<file path="src/rtl/opu_pkg.sv">
package opu_pkg;
  localparam int IW        = 16;
  localparam int RIDX_W    = 3;
  localparam int LIT_W     = 5;
  localparam logic [3:0] OPC_ADD  = 4'b0001;
  localparam logic [3:0] OPC_AND  = 4'b0101;
  localparam logic [3:0] OPC_NOT  = 4'b1001;
  localparam logic [5:0] NOT_TAIL = 6'b111111;

  typedef enum logic [1:0] {
    K_NONE = 2'd0,
    K_ADD  = 2'd1,
    K_AND  = 2'd2,
    K_NOT  = 2'd3
  } kind_e;

  typedef struct packed {
    logic neg;
    logic zero;
    logic pos;
  } cc_t;
endpackage

</file>
<file path="src/rtl/opu_decode.sv">
module opu_decode
  import opu_pkg::*;
#(
  parameter int DW = 16
) (
  input  logic [IW-1:0]     instr,
  output kind_e             kind,
  output logic [RIDX_W-1:0] dest,
  output logic [RIDX_W-1:0] src1,
  output logic [RIDX_W-1:0] src2,
  output logic              use_lit,
  output logic [DW-1:0]     lit,
  output logic              illegal
);
  localparam int EXT_W = DW - LIT_W;

  assign dest    = instr[11:9];
  assign src1    = instr[8:6];
  assign src2    = instr[2:0];
  assign use_lit = instr[5];
  assign lit     = {{EXT_W{instr[LIT_W-1]}}, instr[LIT_W-1:0]};

  always_comb begin
    kind    = K_NONE;
    illegal = 1'b0;
    unique case (instr[15:12])
      OPC_ADD: begin
        kind    = K_ADD;
        illegal = !instr[5] && (instr[4:3] != 2'b00);
      end
      OPC_AND: begin
        kind    = K_AND;
        illegal = !instr[5] && (instr[4:3] != 2'b00);
      end
      OPC_NOT: begin
        kind    = K_NOT;
        illegal = (instr[5:0] != NOT_TAIL);
      end
      default: begin
        kind    = K_NONE;
        illegal = 1'b0;
      end
    endcase
  end
endmodule

</file>
<file path="src/rtl/opu_alu.sv">
module opu_alu
  import opu_pkg::*;
#(
  parameter int DW = 16
) (
  input  kind_e         kind,
  input  logic [DW-1:0] opa,
  input  logic [DW-1:0] opb,
  output logic [DW-1:0] result
);
  always_comb begin
    unique case (kind)
      K_ADD:   result = opa + opb;
      K_AND:   result = opa & opb;
      K_NOT:   result = ~opa;
      default: result = '0;
    endcase
  end
endmodule

</file>
<file path="src/rtl/opu_cc.sv">
module opu_cc
  import opu_pkg::*;
#(
  parameter int DW = 16
) (
  input  logic          en,
  input  logic [DW-1:0] value,
  output cc_t           cc
);
  logic is_zero;
  assign is_zero = (value == '0);

  always_comb begin
    cc = '0;
    if (en) begin
      cc.neg  = value[DW-1];
      cc.zero = is_zero;
      cc.pos  = !value[DW-1] && !is_zero;
    end
  end
endmodule

</file>
<file path="src/rtl/opu_top.sv">
module opu_top
  import opu_pkg::*;
#(
  parameter int DW = 16
) (
  input  logic              clk,
  input  logic              rst_n,
  input  logic              in_valid,
  output logic              in_ready,
  input  logic [IW-1:0]     in_instr,
  output logic [RIDX_W-1:0] rd_addr_a,
  output logic [RIDX_W-1:0] rd_addr_b,
  input  logic [DW-1:0]     rd_data_a,
  input  logic [DW-1:0]     rd_data_b,
  output logic              out_valid,
  input  logic              out_ready,
  output logic              out_wr_en,
  output logic [RIDX_W-1:0] out_dest,
  output logic [DW-1:0]     out_value,
  output logic [2:0]        out_cc,
  output logic              out_illegal
);
  kind_e             kind;
  logic [RIDX_W-1:0] dest;
  logic              use_lit;
  logic [DW-1:0]     lit;
  logic              bad;
  logic [DW-1:0]     opb;
  logic [DW-1:0]     raw;
  logic              do_wr;
  logic [DW-1:0]     wb_val;
  cc_t               cc;
  logic              take;

  opu_decode #(.DW(DW)) u_dec (
    .instr   (in_instr),
    .kind    (kind),
    .dest    (dest),
    .src1    (rd_addr_a),
    .src2    (rd_addr_b),
    .use_lit (use_lit),
    .lit     (lit),
    .illegal (bad)
  );

  assign opb = use_lit ? lit : rd_data_b;

  opu_alu #(.DW(DW)) u_alu (
    .kind   (kind),
    .opa    (rd_data_a),
    .opb    (opb),
    .result (raw)
  );

  assign do_wr  = (kind != K_NONE) && !bad;
  assign wb_val = do_wr ? raw : '0;

  opu_cc #(.DW(DW)) u_cc (
    .en    (do_wr),
    .value (wb_val),
    .cc    (cc)
  );

  assign in_ready = !out_valid || out_ready;
  assign take     = in_valid && in_ready;

  always_ff @(posedge clk or negedge rst_n) begin
    if (!rst_n) begin
      out_valid   <= 1'b0;
      out_wr_en   <= 1'b0;
      out_dest    <= '0;
      out_value   <= '0;
      out_cc      <= '0;
      out_illegal <= 1'b0;
    end else if (take) begin
      out_valid   <= 1'b1;
      out_wr_en   <= do_wr;
      out_dest    <= dest;
      out_value   <= wb_val;
      out_cc      <= cc;
      out_illegal <= bad;
    end else if (out_ready) begin
      out_valid   <= 1'b0;
    end
  end
endmodule

</file>
<file path="config.mk">
export PLATFORM = sky130hd
export DESIGN_NAME = opu_top
export DESIGN_NICKNAME = d
export VERILOG_FILES = /design/src/rtl/opu_pkg.sv /design/src/rtl/opu_decode.sv /design/src/rtl/opu_alu.sv /design/src/rtl/opu_cc.sv /design/src/rtl/opu_top.sv
export SDC_FILE = /design/constraint.sdc
export NUM_CORES = 1
export LEC_CHECK = 0
export BUFFER_PORTS_ARGS = -buffer_cell sky130_fd_sc_hd__buf_2
export CAP_MARGIN = 10
export CELL_PAD_IN_SITES_DETAIL_PLACEMENT = 1
export CELL_PAD_IN_SITES_GLOBAL_PLACEMENT = 1
export CORE_MARGIN = 2
export CORE_UTILIZATION = 36
export DETAILED_ROUTE_END_ITERATION = 10
export GPL_TIMING_DRIVEN = 1
export PLACE_DENSITY_LB_ADDON = 0.1
export SYNTH_ARGS = -nofsm -noshare
export SYNTH_HDL_FRONTEND = slang
export SYNTH_SLANG_ARGS = --single-unit
</file>
<file path="constraint.sdc">
create_clock -name clk -period 2.2 [get_ports clk]
set_input_delay 0.11 -clock clk [delete_from_list [all_inputs] [get_ports clk]]
set_output_delay 0.11 -clock clk [all_outputs]
set_load 0.03 [all_outputs]
</file>
==> results of run 1 <==
[layer usage]
layer / routed length (um) / vias to the layer above / share of wire, %
li1: - / 1358 / -
met1: 4090 / 1466 / 41
met2: 5300 / 86 / 53
met3: 366 / 10 / 3.7
met4: 151 / 0 / 1.5
met5: 0 / - / 0
[metrics by stage]
step,hold slack (ns),instances
5_1_grt,0.0621,516
2_1_floorplan,-0.186,284
6_report,0.0526,516
3_5_place_dp,0.118,501
4_1_cts,0.0460,512
3_3_place_gp,0.111,501
[report_power, final]
part	total, mW	internal [mW]	switching (mW)
clock network	0.291	0.159	0.131
registers	0.470	0.460	0.0107
logic	0.926	0.431	0.494
[worst max-delay path, cell delays in order]
cell and delay (ns):
sky130_fd_sc_hd__buf_8 0.10, sky130_fd_sc_hd__mux2_4 0.30, sky130_fd_sc_hd__ha_4 0.17, sky130_fd_sc_hd__fa_2 0.42, sky130_fd_sc_hd__a211oi_4 0.34, sky130_fd_sc_hd__o31ai_4 0.12, sky130_fd_sc_hd__nor4b_4 0.15, sky130_fd_sc_hd__or3_1 0.35
sky130_fd_sc_hd__or4_4 0.50, sky130_fd_sc_hd__a2111oi_4 0.21, sky130_fd_sc_hd__nand3_2 0.13, sky130_fd_sc_hd__a31o_1 0.22
[synth_stat cells, types with 3 or more instances]
master,n,area (um2)
sky130_fd_sc_hd__nor2b_1,3,18.8
sky130_fd_sc_hd__o21a_1,3,22.5
sky130_fd_sc_hd__nand2b_1,5,31.3
sky130_fd_sc_hd__a21oi_1,23,115
sky130_fd_sc_hd__or3_1,5,31.3
sky130_fd_sc_hd__ha_1,16,200
sky130_fd_sc_hd__nor3_1,6,30.0
sky130_fd_sc_hd__a21o_1,4,30.0
sky130_fd_sc_hd__mux2_2,7,78.8
sky130_fd_sc_hd__nand2_1,26,97.6
sky130_fd_sc_hd__nor2_1,16,60.1
sky130_fd_sc_hd__xnor2_1,3,26.3
sky130_fd_sc_hd__o21ai_0,32,160
sky130_fd_sc_hd__clkbuf_8,3,41.3
sky130_fd_sc_hd__nand4_1,5,31.3
sky130_fd_sc_hd__buf_2,3,15.0
sky130_fd_sc_hd__dfrtp_1,24,601
sky130_fd_sc_hd__buf_4,8,60.1
sky130_fd_sc_hd__inv_1,17,63.8
sky130_fd_sc_hd__a22o_1,10,87.6
sky130_fd_sc_hd__clkbuf_1,6,22.5
sky130_fd_sc_hd__nand3_1,8,40.0
sky130_fd_sc_hd__a211oi_1,3,22.5
[state kept, by name (all words and copies together) (netlist names)]
name,flops
out_illegal,1
out_valid,1
out_value,16
out_cc,2
out_dest,3
out_wr_en,1
[path summary, 6_finish.rpt]
| check | startpoint | endpoint | slack, ns | depth (start not counted) |
|---|---|---|---|---|
| worst max-delay path | in_instr[5] | out_cc[0]$_DFFE_PN0P_ | -0.78 | 12 |
| worst min-delay path | in_valid | out_valid$_DFFE_PN0P_ | 0.05 | 2 |
| worst max register to register | out_valid$_DFFE_PN0P_ | out_value[4]$_DFFE_PN0P_ | 0.42 | 6 |
| worst min register to register | out_value[0]$_DFFE_PN0P_ | out_value[0]$_DFFE_PN0P_ | 0.49 | 2 |
| max in group asynchronous | rst_n | out_dest[2]$_DFFE_PN0P_ | 1.49 | 2 |
| min in group asynchronous | rst_n | out_wr_en$_DFFE_PN0P_ | 0.36 | 2 |
[layout by cell type (no fill, tap or decap), types with 2 or more instances in the layout]
cell type	netlist	final
sky130_fd_sc_hd__buf_4	8	80
sky130_fd_sc_hd__buf_2	3	76
sky130_fd_sc_hd__nand2_1	26	25
sky130_fd_sc_hd__dfrtp_1	24	24
sky130_fd_sc_hd__o21ai_0	32	23
sky130_fd_sc_hd__inv_1	17	17
sky130_fd_sc_hd__nor2_1	16	16
sky130_fd_sc_hd__a21oi_1	23	14
sky130_fd_sc_hd__ha_1	16	12
sky130_fd_sc_hd__buf_6	0	11
sky130_fd_sc_hd__a22o_1	10	10
sky130_fd_sc_hd__a21oi_2	0	9
sky130_fd_sc_hd__o21ai_1	1	6
sky130_fd_sc_hd__nand2b_1	5	5
sky130_fd_sc_hd__nand4_1	5	5
sky130_fd_sc_hd__mux2_2	7	4
sky130_fd_sc_hd__a21o_1	4	4
sky130_fd_sc_hd__nand3_1	8	4
sky130_fd_sc_hd__clkbuf_8	3	4
sky130_fd_sc_hd__mux2_4	0	3
sky130_fd_sc_hd__nor2b_1	3	3
sky130_fd_sc_hd__xnor2_2	0	3
sky130_fd_sc_hd__nor3_1	6	3
sky130_fd_sc_hd__o21a_1	3	3
sky130_fd_sc_hd__or3_4	0	3
sky130_fd_sc_hd__nand3_4	0	3
sky130_fd_sc_hd__or3_1	5	3
sky130_fd_sc_hd__o21ai_2	0	3
sky130_fd_sc_hd__a2bb2oi_1	2	2
sky130_fd_sc_hd__mux2i_1	2	2
sky130_fd_sc_hd__a211oi_4	0	2
sky130_fd_sc_hd__a211oi_2	1	2
sky130_fd_sc_hd__o2bb2ai_1	2	2
sky130_fd_sc_hd__nor4_1	2	2
sky130_fd_sc_hd__a2111oi_4	0	2
sky130_fd_sc_hd__nor3_2	0	2
sky130_fd_sc_hd__ha_4	0	2
sky130_fd_sc_hd__ha_2	0	2
[cell type report]
| cell class | instances | area (um2) | area share [%] |
|---|---|---|---|
| clock buffer | 4 | 55.1 | 1.42 |
| multi-input combinational | 223 | 1910 | 49.3 |
| tap | 77 | 96.3 | 2.48 |
| sequential | 24 | 601 | 15.5 |
| inverter | 17 | 63.8 | 1.65 |
| timing repair buffer | 170 | 1150 | 29.6 |
| antenna | 1 | 2.50 | 0.0645 |
[what timing repair did]
action                     4_1_cts  5_1_grt
gates resized for setup         34       45
setup endpoints to repair       12       12
hold endpoints to repair        24        0
pin swaps                       15       17
buffers inserted                 8        6
hold buffers                     1        0
[cell families (layout without fill, tap and decap cells)]
logic type	count (synthesis)	after routing	share of synthesized area, %
AOI/OAI and AO/OA	105	105	31.1
xor gates and xnor gates	4	4	1.51
adders and majority gates	17	17	9.47
buffers and inverters	37	191	8.71
DFF	24	24	25.8
muxes	9	9	4.25
other	0	1	0
and+or+nand+nor	88	88	19.1
==> reports/metrics.cfg, run 1 <==
[cts]
cts_buffer_depth = 2
root_buffer = sky130_fd_sc_hd__clkbuf_8
numCtsBuffers = 3
clock_latency_late_sink_ns = 0.26
h-tree-depth = 1
clk_transition_reported_paths_ns = 0.08
numClockSinks = 24
tritoncts = yes

[sta]
max_slew.worst_pin.slew_ns = 0.531
period_needed_ns = 2.98
post_route_setup_tns_ns = -4.09
layout_setup_ws_ns = -0.781
timing.clock.skew_ns = 0.00227
drv_slew = 0
maxClockFrequency_ghz = 0.336
rsz0062_at_grt = true
report.final.hold_viol_count = 0
timing.slew.headroom_pct = 64.6
final_clock_period_utilization_by_the_worst_path_pct = 135
finalSetupViolCount = 12

[drt]
drt_wl_cell_um = 19.2
number_of_design_rule_violations_left_by_the_first_detailed_router_iteration = 86
post_drt_via_cell_ratio = 5.66
detail_route.drc_violations = 0
drt_wl_total_mm = 9.91
drt-pass1-iter-count = 4
num_vias = 2920
remaining_antenna_violation_count = 0

[placement]
gpl.final_weighted_congestion = 0.912
cell_area_after_placement_um2 = 3370
port_buffers = 77
dp_slack_ns = -1.19
dp_hpwl_mm = 7.06

[setup_path]
end_kind = flop
start_kind = input pin
critical_path_required_ns = 2.35
timing.critical_path.arrival_ns = 3.13
path_max_fanout = 2
critPathKind = input pin to flop

[finish]
finish.instance_area_um2 = 3880
nNetsFinal = 508
n_fill_cell = 764
post_layout_util_pct = 61.4
areaGrowthSynthToFinish_pct = 66.8
post_route_cells_drive_above_1_share_pct = 54.3

[synth]
ys_dominant_reg_cell = sky130_fd_sc_hd__dfrtp_1
yosysSeqAreaShare_pct = 25.8
number_of_flops_mapped_to_enable_cells_by_yosys = 0
post_synth.cell_area_avg_um2 = 8.19
syn-instance-count = 284
netlist-cell-type-count = 62
yosys_warnings = 0
postSynthNetCount = 353
syn_area_um2 = 2330
synth_seq_cells = 24
synth_async_sr_flop_share_pct = 100

[worst_hold_path]
worstHoldPathType = input pin to flop

[die]
start_util_pct = 36.8
die_outline_area_um2 = 7120
core_area_um2 = 6310
chipWidth_um = 84.4
die_h_um = 84.4
io_pins = 84
row_count = 29

[global_routing]
top_usage_layer = met2
grtUsageMet3_pct = 1.47
globalRoute.totalOverflow = 0
grt_usage_pct = 25.6
grt.met1_usage_pct = 33.7
first_global_vias = 2914
initial_antenna_violation_count = 1
first_pass_grt_wire_length_mm = 14.8
met2_usage_pct = 47.0
grt_max_degree = 25

[run_status]
failed_checks = setup timing
status = complete, but fails checks

[power_and_ir_drop]
p_per_area_nw_per_um2 = 435
worst_ir_drop_vdd_mv = 0.448
static-leakage-power_nw = 1.92
totalPowerFinal_mw = 1.69

[flow_run]
max-cap-violations = 0

Power figures use the tool's default switching activity.
==> inputs of run 2 (changes only) <==
==> constraint.sdc (replaced) <==
create_clock -name clk -period 2.2 [get_ports clk]
set_input_delay 0.11 -clock clk [delete_from_list [all_inputs] [get_ports clk]]
set_output_delay 0.11 -clock clk [all_outputs]
set_load 0.1 [all_outputs]
==> reports/metrics.cfg, run 2 (synthesis results as in run 1) <==
[power_and_ir_drop]
totalPowerFinal_mw = 1.94  ; +15%
worst_ir_drop_vdd_mv = 0.525  ; +17%
p_per_area_nw_per_um2 = 491  ; +13%
static-leakage-power_nw = 1.97  ; +2.3%

[global_routing]
initial_antenna_violation_count = 0  ; -1
globalRoute.totalOverflow = 0  ; unchanged
grt_usage_pct = 26.7  ; +1.1 points
first_pass_grt_wire_length_mm = 15.4  ; +4.0%
first_global_vias = 3174  ; +8.9%
grt_max_degree = 25  ; unchanged

[finish]
layoutNonFillerInstCount = 530  ; +2.7%
areaGrowthSynthToFinish_pct = 69.5
finish.instance_area_um2 = 3940  ; +1.6%
most-common-layout-cells = 95 x sky130_fd_sc_hd__buf_4, 76 x sky130_fd_sc_hd__buf_2, 25 x sky130_fd_sc_hd__nand2_1, 24 x sky130_fd_sc_hd__o21ai_0, 23 x sky130_fd_sc_hd__dfrtp_1
max_ffs_per_register = 16  ; unchanged
largest_register = out_value
mostFrequentLayoutCell = sky130_fd_sc_hd__buf_4
post_layout_util_pct = 62.4  ; +1.0 points
post_route_cells_drive_above_1_share_pct = 54.5  ; +0.19 points
layout_top_registers = out_value (16), out_dest (3), out_cc (2)
num_antenna_cells = 0  ; -1
nNetsFinal = 523  ; +3.0%

[cts]
clk_transition_reported_paths_ns = 0.09  ; about the same
cts_buffer_depth = 2  ; unchanged
numCtsBuffers = 3  ; unchanged
clock_latency_late_sink_ns = 0.27  ; about the same
tritoncts = yes
numClockSinks = 24  ; unchanged
root_buffer = sky130_fd_sc_hd__clkbuf_8
h-tree-depth = 1  ; unchanged

[setup_path]
path_max_fanout = 2  ; unchanged
end_kind = flop
timing.critical_path.arrival_ns = 3.13  ; about the same
start_kind = input pin
critical_path_required_ns = 2.37  ; +0.02 ns
critPathKind = input pin to flop

[sta]
post_route_setup_tns_ns = -5.35  ; -1.26 ns
timing.slew.headroom_pct = 63.8  ; -0.82 points
period_needed_ns = 2.96  ; -0.0190 ns
maxClockFrequency_ghz = 0.338  ; +0.64%
timing.hold.ws_ns = 0.0452  ; -0.00735 ns
final_clock_period_utilization_by_the_worst_path_pct = 135  ; -0.86 points
finalSetupViolCount = 12  ; unchanged
timing.clock.skew_ns = 0.00464  ; +0.00237 ns
rsz0062_at_grt = true
layout_setup_ws_ns = -0.762  ; +0.0190 ns
drv_slew = 0  ; unchanged
max_slew.worst_pin.slew_ns = 0.543  ; +0.0123 ns
report.final.hold_viol_count = 0  ; unchanged

[placement]
dp_slack_ns = -1.20  ; -0.0101 ns
dpl.cell_count = 506  ; +1.0%
port_buffers = 77  ; unchanged
cell_area_after_placement_um2 = 3450  ; +2.6%
dp_hpwl_mm = 7.02  ; -0.58%
gpl.final_weighted_congestion = 0.902  ; -1.1%

[drt]
number_of_design_rule_violations_left_by_the_first_detailed_router_iteration = 99  ; +15%
drt_wl_total_mm = 11.0  ; +11%
num_vias = 3007  ; +3.0%
drt_wl_cell_um = 20.7  ; +7.6%
post_drt_via_cell_ratio = 5.67  ; +0.26%
drt-pass1-iter-count = 4  ; unchanged
detail_route.drc_violations = 0  ; unchanged
remaining_antenna_violation_count = 0  ; unchanged

[die]
start_util_pct = 36.8  ; unchanged
die_h_um = 84.4  ; unchanged
chipWidth_um = 84.4  ; unchanged
io_pins = 84  ; unchanged
die_outline_area_um2 = 7120  ; unchanged
row_count = 29  ; unchanged
core_area_um2 = 6310  ; unchanged

[run_status]
status = complete, but fails checks
failed_checks = setup timing

[worst_hold_path]
worstHoldPathType = input pin to flop

[flow_run]
max-cap-violations = 0  ; unchanged

## run 2: critical path: stages
cell and delay, ns:
sky130_fd_sc_hd__buf_8 0.10, sky130_fd_sc_hd__mux2_4 0.30, sky130_fd_sc_hd__ha_4 0.17, sky130_fd_sc_hd__fa_2 0.38, sky130_fd_sc_hd__a211oi_4 0.31, sky130_fd_sc_hd__buf_4 0.17, sky130_fd_sc_hd__nor4_1 0.06, sky130_fd_sc_hd__a211oi_2 0.33
sky130_fd_sc_hd__o211ai_1 0.17, sky130_fd_sc_hd__or4_4 0.45, sky130_fd_sc_hd__a2111oi_4 0.22, sky130_fd_sc_hd__nand3_2 0.12, sky130_fd_sc_hd__a31o_1 0.22
## run 2: timing repair
item                                    4_1_cts  5_1_grt
resized for setup                            31       26
endpoints found under the setup margin       12       12
hold endpoints to repair                     24        0
hold buffers                                  1        0
buffers inserted                             11       10
pin swaps                                    13       21
## run 2: path summary, 6_finish.rpt
path                                  startpoint  slack, ns  cells past startpoint                        end
setup reg to reg           out_valid$_DFFE_PN0P_       0.49                      5   out_value[0]$_DFFE_PN0P_
setup / recovery                     in_instr[5]      -0.76                     13      out_cc[0]$_DFFE_PN0P_
min in group asynchronous                  rst_n       0.37                      2  out_value[11]$_DFFE_PN0P_
max in group asynchronous                  rst_n       1.44                      2      out_valid$_DFFE_PN0P_
hold reg to reg            out_wr_en$_DFFE_PN0P_       0.48                      2      out_wr_en$_DFFE_PN0P_
hold / removal                          in_valid       0.05                      2      out_valid$_DFFE_PN0P_
## run 2: where the power goes
group | switching (mW) | total (mW) | internal (mW)
clock | 0.142 | 0.385 | 0.243
combinational | 0.633 | 1.08 | 0.447
sequential | 0.0121 | 0.472 | 0.460
## run 2: layout make-up
type / count / area (um2)
clock buffer: 3 / 41.3
clock inverter: 1 / 30.0
fill: 771 / 2370
inverter: 17 / 63.8
multi-input combinational: 223 / 1840
sequential: 24 / 602
tap: 77 / 96.3
timing repair buffer: 185 / 1270
## run 2: metal layers
layer / GRT usage (%) / vias to the layer above / wire (um)
met2: 48.4 / 115 / 5660
met1: 32.8 / 1475 / 4400
met5: 0 / - / 0
met3: 2.56 / 35 / 517
met4: 9.67 / 0 / 376
li1: - / 1382 / -
